`src/rtl/dpc_pkg.sv`:
```
package dpc_pkg;

  // Strobes handed from the control to the datapath every cycle
  typedef struct packed {
    logic patWr;       // register write aimed at a reference slot
    logic maskClr;     // zero written to the error mask register
    logic checkEn;     // arm and run both set
    logic capture;     // a captured pair is present
    logic frameAlign;  // alignment marker on a captured pair
  } dpcStrobes_t;

endpackage

```
`src/rtl/dpc_ctrl.sv`:
```
module dpc_ctrl
  import dpc_pkg::*;
#(
  parameter int DATA_W = 8,
  parameter int SLOTS  = 8,
  parameter int ADDR_W = 4
) (
  input  logic              clk,
  input  logic              rstN,
  input  logic              regWrEn,
  input  logic [ADDR_W-1:0] regAddr,
  input  logic [DATA_W-1:0] regWrData,
  input  logic              capValid,
  input  logic              frameMark,
  output dpcStrobes_t       strobes,
  output logic              armQ,
  output logic              runQ
);

  localparam int ARM_ADDR  = SLOTS;
  localparam int RUN_ADDR  = SLOTS + 1;
  localparam int MASK_ADDR = SLOTS + 2;

  logic armHit;
  logic runHit;
  logic maskHit;
  logic dataZero;

  assign armHit   = regWrEn && (regAddr == ADDR_W'(ARM_ADDR));
  assign runHit   = regWrEn && (regAddr == ADDR_W'(RUN_ADDR));
  assign maskHit  = regWrEn && (regAddr == ADDR_W'(MASK_ADDR));
  assign dataZero = (regWrData == '0);

  always_ff @(posedge clk or negedge rstN) begin
    if (!rstN) begin
      armQ <= 1'b0;
      runQ <= 1'b0;
    end else begin
      if (armHit) armQ <= regWrData[0];
      if (runHit) runQ <= dataZero;
    end
  end

  always_comb begin
    strobes.patWr      = regWrEn && (regAddr < ADDR_W'(SLOTS));
    strobes.maskClr    = maskHit && dataZero;
    strobes.checkEn    = armQ && runQ;
    strobes.capture    = capValid;
    strobes.frameAlign = capValid && frameMark;
  end

endmodule

```
`src/rtl/dpc_datapath.sv`:
```
module dpc_datapath
  import dpc_pkg::*;
#(
  parameter int DATA_W = 8,
  parameter int SLOTS  = 8,
  parameter int ADDR_W = 4
) (
  input  logic              clk,
  input  logic              rstN,
  input  dpcStrobes_t       strobes,
  input  logic [ADDR_W-1:0] regAddr,
  input  logic [DATA_W-1:0] regWrData,
  input  logic [DATA_W-1:0] capRise,
  input  logic [DATA_W-1:0] capFall,
  input  logic              armQ,
  input  logic              runQ,
  output logic [DATA_W-1:0] regRdData,
  output logic [DATA_W-1:0] errMask,
  output logic [$clog2(SLOTS)-1:0] slotIdx
);

  localparam int SLOT_W    = $clog2(SLOTS);
  localparam int ARM_ADDR  = SLOTS;
  localparam int RUN_ADDR  = SLOTS + 1;
  localparam int MASK_ADDR = SLOTS + 2;

  function automatic logic [DATA_W-1:0] defPat(input int k);
    return ~(DATA_W'(1) << (k % DATA_W));
  endfunction

  logic [SLOTS-1:0][DATA_W-1:0] patQ;
  logic [SLOT_W-1:0] riseSlot;
  logic [SLOT_W-1:0] fallSlot;
  logic [DATA_W-1:0] riseDiff;
  logic [DATA_W-1:0] fallDiff;
  logic [DATA_W-1:0] newErr;

  // Reference word storage
  always_ff @(posedge clk or negedge rstN) begin
    if (!rstN) begin
      for (int k = 0; k < SLOTS; k++) patQ[k] <= defPat(k);
    end else if (strobes.patWr) begin
      patQ[regAddr[SLOT_W-1:0]] <= regWrData;
    end
  end

  // Slot rotation: two words per captured pair
  assign riseSlot = strobes.frameAlign ? '0 : slotIdx;
  assign fallSlot = riseSlot + SLOT_W'(1);

  always_ff @(posedge clk or negedge rstN) begin
    if (!rstN) begin
      slotIdx <= '0;
    end else if (strobes.capture) begin
      slotIdx <= riseSlot + SLOT_W'(2);
    end
  end

  // Per-lane mismatch, one comparator per edge
  assign riseDiff = capRise ^ patQ[riseSlot];
  assign fallDiff = capFall ^ patQ[fallSlot];
  assign newErr   = (strobes.checkEn && strobes.capture) ? (riseDiff | fallDiff) : '0;

  always_ff @(posedge clk or negedge rstN) begin
    if (!rstN) begin
      errMask <= '0;
    end else begin
      errMask <= (strobes.maskClr ? '0 : errMask) | newErr;
    end
  end

  // Register read mux
  always_comb begin
    regRdData = '0;
    if (regAddr < ADDR_W'(SLOTS)) begin
      regRdData = patQ[regAddr[SLOT_W-1:0]];
    end else if (regAddr == ADDR_W'(ARM_ADDR)) begin
      regRdData = DATA_W'(armQ);
    end else if (regAddr == ADDR_W'(RUN_ADDR)) begin
      regRdData = DATA_W'(runQ);
    end else if (regAddr == ADDR_W'(MASK_ADDR)) begin
      regRdData = errMask;
    end
  end

endmodule

```
`src/rtl/ddr_pattern_check.sv`:
```
module ddr_pattern_check
  import dpc_pkg::*;
#(
  parameter int DATA_W = 8,
  parameter int SLOTS  = 8,   // power of two, SLOTS + 3 <= 2**ADDR_W
  parameter int ADDR_W = 4
) (
  input  logic              clk,
  input  logic              rstN,
  input  logic              capValid,
  input  logic              frameMark,
  input  logic [DATA_W-1:0] capRise,
  input  logic [DATA_W-1:0] capFall,
  input  logic              regWrEn,
  input  logic [ADDR_W-1:0] regAddr,
  input  logic [DATA_W-1:0] regWrData,
  output logic [DATA_W-1:0] regRdData
);

  localparam int SLOT_W = $clog2(SLOTS);

  dpcStrobes_t       strobes;
  logic              armQ;
  logic              runQ;
  logic [DATA_W-1:0] errMask;
  logic [SLOT_W-1:0] slotIdx;

  dpc_ctrl #(.DATA_W(DATA_W), .SLOTS(SLOTS), .ADDR_W(ADDR_W)) u_ctrl (
    .clk       (clk),
    .rstN      (rstN),
    .regWrEn   (regWrEn),
    .regAddr   (regAddr),
    .regWrData (regWrData),
    .capValid  (capValid),
    .frameMark (frameMark),
    .strobes   (strobes),
    .armQ      (armQ),
    .runQ      (runQ)
  );

  dpc_datapath #(.DATA_W(DATA_W), .SLOTS(SLOTS), .ADDR_W(ADDR_W)) u_dp (
    .clk       (clk),
    .rstN      (rstN),
    .strobes   (strobes),
    .regAddr   (regAddr),
    .regWrData (regWrData),
    .capRise   (capRise),
    .capFall   (capFall),
    .armQ      (armQ),
    .runQ      (runQ),
    .regRdData (regRdData),
    .errMask   (errMask),
    .slotIdx   (slotIdx)
  );

endmodule

```
`config.mk`:
```
export PLATFORM = sky130hd
export DESIGN_NAME = ddr_pattern_check
export DESIGN_NICKNAME = d
export VERILOG_FILES = /design/src/rtl/dpc_pkg.sv /design/src/rtl/dpc_ctrl.sv /design/src/rtl/dpc_datapath.sv /design/src/rtl/ddr_pattern_check.sv
export SDC_FILE = /design/constraint.sdc
export NUM_CORES = 1
export LEC_CHECK = 0
export BUFFER_PORTS_ARGS = -buffer_cell sky130_fd_sc_hd__buf_2
export CAP_MARGIN = 20
export CORE_MARGIN = 10
export CORE_UTILIZATION = 45
export DETAILED_ROUTE_END_ITERATION = 8
export GPL_TIMING_DRIVEN = 0
export PLACE_DENSITY = 0.59
export SKIP_CTS_REPAIR_TIMING = 1
export SLEW_MARGIN = 15
export SYNTH_ARGS = -nofsm -noshare
export SYNTH_HDL_FRONTEND = slang
export SYNTH_SLANG_ARGS = --single-unit
```
`constraint.sdc`:
```
create_clock -name clk -period 3.5 [get_ports clk]
set_input_delay 0.35 -clock clk [delete_from_list [all_inputs] [get_ports clk]]
set_output_delay 0.35 -clock clk [all_outputs]
set_load 0.1 [all_outputs]
```
==> results of run 1 <==
-- worst max-delay path, cell delays in order (launching register included) --
cell and delay (ns):
dfrtp_1 0.37, buf_4 0.18, a21bo_2 0.20, buf_4 0.20
buf_4 0.29, inv_1 0.07, ha_1 0.28, buf_2 0.30
buf_6 0.26, mux4_1 0.58, mux2i_2 0.25, or3_1 0.15
nand4_1 0.06
-- state kept, by name, summed over array words and instances (netlist names) --
signal,count
u_ctrl.runQ,1
u_dp.errMask,8
u_dp.slotIdx,3
u_dp.patQ,64
u_ctrl.armQ,1
-- where the power goes --
| part | switching, mW | internal [mW] | leakage [nW] |
|---|---|---|---|
| registers | 0.202 | 1.19 | 0.860 |
| clock network | 0.344 | 0.370 | 0.0959 |
| logic | 0.466 | 0.464 | 1.29 |
| total | 1.01 | 2.02 | 2.24 |
-- routing by layer --
layer / wire [um] / vias up
li1: - / 1679
met1: 6560 / 1924
met2: 7120 / 213
met3: 1300 / 38
met4: 498 / 0
met5: 0 / -
-- worst min-delay path by stage --
stage / start / to / slack (ns) / cells after the start
after floorplan: rstN / u_ctrl.armQ / 0.05 / 0
final: capFall[7] / u_dp.errMask[7] / 0.25 / 3
after global routing: capFall[7] / u_dp.errMask[7] / 0.25 / 3
after global placement: u_dp.errMask[4] / u_dp.errMask[4] / 0.48 / 2
after detailed placement: rstN / u_dp.slotIdx[2] / 0.37 / 1
after CTS: rstN / u_dp.slotIdx[2] / -0.03 / 1
-- area by class of cell --
type,count,area (um^2)
Buffer,28,145
Clock buffer,13,159
Clock inverter,3,45.0
Fill cell,958,5240
Inverter,3,11.3
Multi-Input combinational cell,300,2790
Sequential cell,77,2000
Tap cell,140,175
Timing Repair Buffer,41,234
-- placed cells by master, fill, tap and decap left out, types with 10 or more instances in the layout --
cell type,count
mux2_2,69
dfstp_2,56
buf_2,48
mux2i_1,30
mux4_2,29
nand2_1,24
o21ai_0,24
nor2_1,23
dfrtp_1,21
clkbuf_1,12
clkbuf_8,11
or3_1,10
-- cells by family (layout without fill, tap and decap cells) --
kind of cell             count (synthesis)  after routing  synth area share (%)
AO/OA/AOI/OAI                           63             63                  8.91
XOR/XNOR                                 1              1                 0.558
adder cells (fa/ha/maj)                  1              1                 0.254
buffers and inverters                   31             88                  3.05
flip-flops                              77             77                  40.5
multiplexers                           131            131                  36.0
AND/OR/NAND/NOR                        104            104                  10.7
-- per-stage QoR --
stage / instances / TNS [ns]
6_report: 605 / 0
5_1_grt: 605 / 0
4_1_cts: 603 / -0.0408
3_5_place_dp: 587 / -0.276
3_3_place_gp: 586 / -0.214
2_1_floorplan: 408 / 0
==> results_dict.tcl, run 1 <==
set metrics [dict create \
    status "complete, no violations" \
    grt_pass1_wl_um 24000 \
    fin_area_mm2 0.00556 \
    final_hold_viol_count 0 \
    grt_use_met1_pct 25.6 \
    wire_per_inst_um 25.6 \
    io_pins 41 \
    cts_tree "done" \
    worstReg2RegEnd "u_dp.errMask[5]" \
    synth_nets 442 \
    worstMarginPinSlew_ns 1.18 \
    clk_latency_ns 0.36 \
    path_class "reg -> reg" \
    fmax_mhz 301 \
    ys_types 42 \
    post-place-ws_ns -0.111 \
    synth_cells 408 \
    ys_seq_area_share_pct 40.5 \
    placed_area_mm2 0.00532 \
    async_reset_ff_share_pct 100 \
    ir_worst_vdd_mv 0.233 \
    fin_ws_ns 0.175 \
    synth_top_area_share_pct 29.8 \
    die-area_mm2 0.0155 \
    fin_skew_ns 0.00728 \
    use_met2_pct 30.2 \
    ys_top_cells_by_count "mux2_2, dfstp_2, mux2i_1" \
    top_usage_layer "met2" \
    root_buffer "clkbuf_8" \
    rrSetupSlack_ns 0.17 \
    diodes 0 \
    synth_edf_count 0 \
    yosys_warnings 0 \
    synth_seq_cells 77 \
    synth.avg_cell_area_um2 12.1 \
    die_x_um 125 \
    clk_pin_slew_ns 0.09 \
    crit_path_start_kind "flop" \
    drive_gt1_share_pct 49.5 \
    ant_nets 0 \
    grtUsageMet3_pct 4.34 \
    mappedNetlistArea_mm2 0.00493 \
    final-setup-viol-count 0 \
    fin_crit_sh_pct 95.0 \
    htree_levels 3 \
    dr.first_iter.drc_count 494 \
    antenna_found_initial 0 \
    maxCapViolCount 0 \
    fp-row-count 38 \
    vias 3854 \
    synthTopCellsByArea "dfstp_2, mux2_2, mux4_2" \
    io_buffers 38 \
    grt_max_degree 41 \
    power_density_mw_per_mm2 546 \
    crit_path_end "u_dp.errMask[5]" \
    grtUsageTotal_pct 19.6 \
    design_power_total_mw 3.04 \
    dp_hpwl_um 10500 \
    core_area_mm2 0.0108 \
    dr.pass1.iters 5 \
    period_needed_ns 3.33 \
    cp_max_fo 10 \
    nets 494 \
    synthToLayoutAreaGrowth_pct 12.7 \
    grt_overflow 0 \
    grt_pass1_vias 3986 \
    synth_most_common_cell "mux2_2" \
    drcViolationCount 0 \
    rsz0062_at_grt "false" \
    initial_utilization_pct 45.7 \
    slew_violations 0 \
    arrival_ns 3.56 \
    die_h_um 125 \
    fin_util_pct 51.5 \
    cts_max_path_buffers 2 \
    wl_um 15500 \
    r2r_cells 12 \
    cp-end-kind "flop" \
    reg2reg_from "u_dp.slotIdx[0]" \
    viasPerCell 6.37 \
    synth_top_flop_cell "dfstp_2" \
    clock-sinks 77 \
    setup.worst_path.start "u_dp.slotIdx[0]" \
    holdWs_ns 0.253 \
    gp_routability_congestion 0.894 \
    relSlewSlack_pct 20.8 \
    hp-class "in -> reg" \
    synth_area_leader_cell "dfstp_2" \
    p_leak_nw 2.24 \
    required_ns 3.73 \
    cts_buffers 9 \
]
Note: power is estimated with default switching activity, not from simulation.
==> run 2, diff against run 1 <==
RECOVER_POWER = 25   (was default)
==> run 2 against run 1 <==
The run now ends with max-capacitance violations, max-slew violations left. Total power about the same. Non-clock buffer count unchanged. Worst hold slack about the same. Clock-buffer cell count unchanged. Global-route usage unchanged. Fmax down 0.14%. Setup slack worse by 0.0046 ns. Critical endpoint unchanged. Largest power group unchanged. Highest routed layer unchanged.
==> results_dict.tcl, run 2 (synthesis results as in run 1) <==
set metrics [dict create \
    slew_violations 38 \
    core_area_mm2 0.0108 \
    root_buffer "clkbuf_8" \
    io_buffers 38 \
    maxCapViolCount 1 \
    dp_hpwl_um 10500 \
    diodes 0 \
    initial_utilization_pct 45.7 \
    period_needed_ns 3.33 \
    required_ns 3.73 \
    antenna_found_initial 0 \
    relSlewSlack_pct -50.9 \
    worstMarginPinSlew_ns 2.26 \
    violations "max-capacitance violations, max-slew violations" \
    grt_max_degree 41 \
    synthToLayoutAreaGrowth_pct 12.6 \
    cp-end-kind "flop" \
    slowest_stage "mux4_1" \
    status "complete, but fails checks" \
    drcViolationCount 0 \
    fp-row-count 38 \
    path_class "reg -> reg" \
    grtUsageTotal_pct 19.6 \
    fin_skew_ns 0.00762 \
    crit_path_start_kind "flop" \
    wire_per_inst_um 25.6 \
    cts_buffers 9 \
    drive_gt1_share_pct 49.2 \
    setup.worst_path.start "u_dp.slotIdx[0]" \
    combPwrFrac_pct 30.7 \
    fin_crit_sh_pct 95.1 \
    grt_pass1_vias 3986 \
    die_x_um 125 \
    max_stage_delay_ns 0.58 \
    top_register "u_dp.patQ" \
    rsz0062_at_grt "false" \
    grt_overflow 0 \
    cts_tree "done" \
    reg_top3 "u_dp.patQ x64, u_dp.errMask x8, u_dp.slotIdx x3" \
    design_power_total_mw 3.03 \
    viasPerCell 6.38 \
    p_clk_share_pct 23.5 \
    dr.pass1.iters 5 \
    fin_util_pct 51.4 \
    cts_max_path_buffers 2 \
    grt_pass1_wl_um 24000 \
    reg2reg_from "u_dp.slotIdx[0]" \
    arrival_ns 3.56 \
    seq_power_share_pct 45.8 \
    min-delay-start "capFall[7]" \
    htree_levels 3 \
    clk_pin_slew_ns 0.09 \
    p_leak_nw 2.24 \
    post-place-ws_ns -0.111 \
    hp-class "in -> reg" \
    netSwitchingPower_mw 1.01 \
    ant_nets 0 \
    gp_routability_congestion 0.894 \
    clk_latency_ns 0.36 \
    cp_max_fo 10 \
    vias 3859 \
    layout_common_cells "mux2_2, dfstp_2, buf_2, mux2i_1, mux4_2" \
    nets 494 \
    path_cells "buf_4, a21bo_2, buf_4, buf_4, inv_1, ha_1, buf_2, buf_6, mux4_1, mux2i_2, or3_1, nand4_1" \
    die_h_um 125 \
    final_hold_viol_count 0 \
    power_density_mw_per_mm2 547 \
    switching_share_pct 33.4 \
    dr.first_iter.drc_count 494 \
    fmax_mhz 300 \
    final-setup-viol-count 0 \
    cpMostUsedCell "buf_4" \
    die-area_mm2 0.0155 \
    wl_um 15500 \
    final_common_cell "mux2_2" \
    io_pins 41 \
    ir_worst_vdd_mv 0.232 \
    internal_power_mw 2.02 \
    clock-sinks 77 \
    largest_reg_flops 64 \
    fin_ws_ns 0.170 \
]
-- run 2: cell types whose count changed in the layout (fill, tap and decap cells not counted), sizes merged --
cell and change:
buf -1, clkbuf +1
-- run 2: power by group through the flow --
stage / combinational [mW] / clock, mW / sequential (mW)
global placement: 0.889 / 0 / 1.38
floorplan: 0.710 / 0 / 1.31
CTS: 0.914 / 0.729 / 1.38
finish: 0.931 / 0.714 / 1.39
detailed placement: 0.911 / 0 / 1.39
global route: 0.990 / 0.765 / 1.41
-- run 2: worst max-delay path, delay by kind of cell (launching register included) --
kind | cells | cell delay (ns)
compound gates | 1 | 0.20
fa+ha+maj | 1 | 0.28
buf+inv | 6 | 1.30
flops | 1 | 0.37
mux | 2 | 0.83
simple gates | 2 | 0.21
-- run 2: worst paths after layout --
check	endpoint	slack [ns]	depth (start not counted)
worst min-delay path	u_dp.errMask[7]	0.25	3
worst min register to register	u_dp.errMask[3]	0.51	2
min in group asynchronous	u_dp.slotIdx[2]	1.20	2
max in group asynchronous	u_dp.patQ[36]	1.00	2
worst max-delay path	u_dp.errMask[5]	0.17	12
worst max register to register	u_dp.errMask[5]	0.17	12
-- run 2: metal layers --
metal	global-route usage [%]	part of all wire (%)
met1	25.6	43
met2	30.2	46
met3	4.34	8.1
met4	8.98	3.2
met5	0	0
-- run 2: cell type report --
class                           count  area [um^2]
Tap cell                          140          175
Multi-Input combinational cell    300         2790
Clock inverter                      3         45.0
Fill cell                         958         5240
Sequential cell                    77         2000
Timing Repair Buffer               41          230
Inverter                            3         11.3
Buffer                             28          145
Clock buffer                       13          159
-- run 2: per-stage QoR --
stage / TNS (ns) / instances / area (um^2) / hold WS [ns]
after global routing: 0 / 605 / 5550 / 0.254
after global placement: -0.214 / 586 / 5300 / 0.483
final: 0 / 605 / 5550 / 0.252
after CTS: -0.0408 / 603 / 5520 / -0.0266
after floorplan: 0 / 408 / 4930 / 0.0544
after detailed placement: -0.276 / 587 / 5320 / 0.366
==> run 3, diff against run 2 <==
ABC_AREA = 1   (was default)
PLACE_DENSITY = 0.58   (was 0.59)
==> run 3 against run 2 <==
The run now ends clean. Non-clock buffer count rose by 21. Synthesized cell count up 120%. Die area grew 13%. Fmax is 18% higher. Combinational power grew 34%. Clock skew is 0.0015 ns higher. Via count increased by 73%. Total power increased by 24%. Critical path type unchanged. Largest power group unchanged.
==> results_dict.tcl, run 3 <==
set metrics [dict create \
    post-place-ws_ns 0.481 \
    ir_worst_vdd_mv 0.494 \
    synth_most_common_cell "nand2_1" \
    synth_top_flop_cell "dfstp_2" \
    period_needed_ns 2.81 \
    gp_routability_congestion 1.01 \
    die_x_um 133 \
    synthToLayoutAreaGrowth_pct 13.2 \
    internal_power_mw 2.18 \
    status "complete, no violations" \
    netSwitchingPower_mw 1.57 \
    dr.first_iter.drc_count 1018 \
    arrival_ns 3.04 \
    synth_nets 931 \
    fp-row-count 41 \
    p_leak_nw 3.21 \
    clk_latency_ns 0.34 \
    wl_um 24700 \
    power_density_mw_per_mm2 581 \
    fin_util_pct 51.6 \
    r2r_cells 13 \
    layout_common_cells "nand2_1, nand3_1, inv_1, o21ai_0, buf_2" \
    synth_cells 897 \
    yosys_warnings 0 \
    fmax_mhz 356 \
    ant_nets 0 \
    drcViolationCount 0 \
    synth_top_area_share_pct 25.8 \
    synthTopCellsByArea "dfstp_2, nand2_1, nand3_1" \
    die_h_um 133 \
    htree_levels 3 \
    fin_area_mm2 0.00646 \
    mappedNetlistArea_mm2 0.00571 \
    cts_max_path_buffers 2 \
    relSlewSlack_pct 3.92 \
    synth_seq_cells 77 \
    cts_tree "done" \
    largest_reg_flops 64 \
    cp_max_fo 10 \
    synth_edf_count 0 \
    reg2reg_from "u_dp.slotIdx[1]" \
    finalSetupTns_ns 0 \
    ys_types 31 \
    layout.cells.non_filler 1127 \
    combPwrFrac_pct 33.2 \
    switching_share_pct 42.0 \
    dp_hpwl_um 19300 \
    path_class "reg -> reg" \
    nFillCells 1363 \
    core_area_mm2 0.0125 \
    hp-class "in -> reg" \
    grt_pass1_vias 6328 \
    diodes 0 \
    final_hold_viol_count 0 \
    placed_area_mm2 0.00616 \
    io_buffers 40 \
    io_pins 41 \
    placed_cells 1110 \
    grt_pass1_wl_um 37800 \
    required_ns 3.73 \
    seq_power_share_pct 39.5 \
    design_power_total_mw 3.75 \
    wire_per_inst_um 21.9 \
    clock-sinks 77 \
    final-setup-viol-count 0 \
    worstReg2RegEnd "u_dp.errMask[7]" \
    synth.avg_cell_area_um2 6.37 \
    viasPerCell 5.93 \
    async_reset_ff_share_pct 100 \
    grt_max_degree 60 \
    cts_buffers 9 \
    dr.pass1.iters 6 \
    crit_path_start_kind "flop" \
    antenna_found_initial 0 \
    hold_end "u_dp.patQ[46]" \
    p_clk_share_pct 27.3 \
    ys_top_cells_by_count "nand2_1, nand3_1, inv_1" \
    slew_violations 0 \
    top_register "u_dp.patQ" \
    maxCapViolCount 0 \
    cp-end-kind "flop" \
    initial_utilization_pct 45.6 \
    rsz0062_at_grt "false" \
    synth_area_leader_cell "dfstp_2" \
    vias 6688 \
    final_common_cell "nand2_1" \
    root_buffer "clkbuf_16" \
    grtUsageTotal_pct 27.8 \
    die-area_mm2 0.0176 \
    drive_gt1_share_pct 17.4 \
    rrSetupSlack_ns 0.69 \
    nets 984 \
    holdWs_ns 0.236 \
    grt_overflow 0 \
    worstMarginPinSlew_ns 1.44 \
    hold_depth 3 \
    fin_crit_sh_pct 80.4 \
    fin_skew_ns 0.00911 \
    fin_ws_ns 0.688 \
    clk_pin_slew_ns 0.06 \
    reg_top3 "u_dp.patQ x64, u_dp.errMask x8, u_dp.slotIdx x3" \
    min-delay-start "regWrData[6]" \
    ys_seq_area_share_pct 35.0 \
]
[run 3: cell types whose count changed after synthesis, moves of 16 or more]
cell,change
inv_1,+71
nand2_1,+302
nand3_1,+213
mux2i_1,-32
mux4_2,-29
buf_2,+16
o21ai_0,+42
mux2_2,-68
[run 3: layer usage]
| metal | GRT usage [%] | up-vias | share of wire (%) |
|---|---|---|---|
| li1 | - | 3062 | - |
| met3 | 5.87 | 57 | 10 |
| met4 | 11.8 | 0 | 4.3 |
| met2 | 42.3 | 387 | 44 |
| met5 | 0 | - | 0 |
| met1 | 37.2 | 3182 | 41 |
[run 3: worst max-delay path by stage]
stage | slack, ns | to | cells past startpoint | start
global route | 0.48 | u_dp.errMask[5] | 3 | rstN
detailed placement | 0.48 | u_dp.errMask[7] | 15 | capValid
finish | 0.69 | u_dp.errMask[7] | 13 | u_dp.slotIdx[1]
CTS | 0.77 | u_dp.errMask[7] | 13 | u_dp.slotIdx[1]
floorplan | 1.37 | u_dp.errMask[5] | 16 | frameMark
global placement | 0.53 | u_dp.errMask[7] | 15 | capValid
[run 3: final cells by class]
| type | instances | area, um^2 | area share, % |
|---|---|---|---|
| Multi-Input combinational cell | 691 | 3140 | 48.6 |
| Sequential cell | 77 | 2000 | 30.9 |
| Inverter | 81 | 304 | 4.70 |
| Buffer | 48 | 268 | 4.14 |
| Clock buffer | 10 | 229 | 3.54 |
| Tap cell | 172 | 215 | 3.33 |
| Timing Repair Buffer | 42 | 214 | 3.31 |
| Clock inverter | 6 | 93.8 | 1.45 |
[run 3: cells by family after synthesis]
logic type	Yosys count	synth area share [%]
XOR/XNOR	1	0.153
buffers and inverters	129	10.0
AND/OR/NAND/NOR	589	44.8
flip-flops	77	35.0
multiplexers	1	0.197
AO/OA/AOI/OAI	99	9.70
adder cells (fa/ha/maj)	1	0.219
[run 3: critical path, cell delays in order, from the launching register on]
cell      delay, ns
dfrtp_1        0.40
nand2_2        0.20
inv_2          0.14
buf_2          0.24
ha_1           0.29
buf_2          0.19
clkbuf_1       0.50
nand3_1        0.14
nand3_1        0.18
nand3b_1       0.09
nand2_1        0.10
nand2_1        0.09
nand2_1        0.07
nand2_1        0.05
[run 3: power by group through the flow]
stage	registers, mW	logic, mW	clock network [mW]
finish	1.48	1.25	1.03
global route	1.49	1.37	1.07
CTS	1.45	1.22	1.03
detailed placement	1.46	1.21	0
global placement	1.46	1.19	0
floorplan	1.31	0.846	0
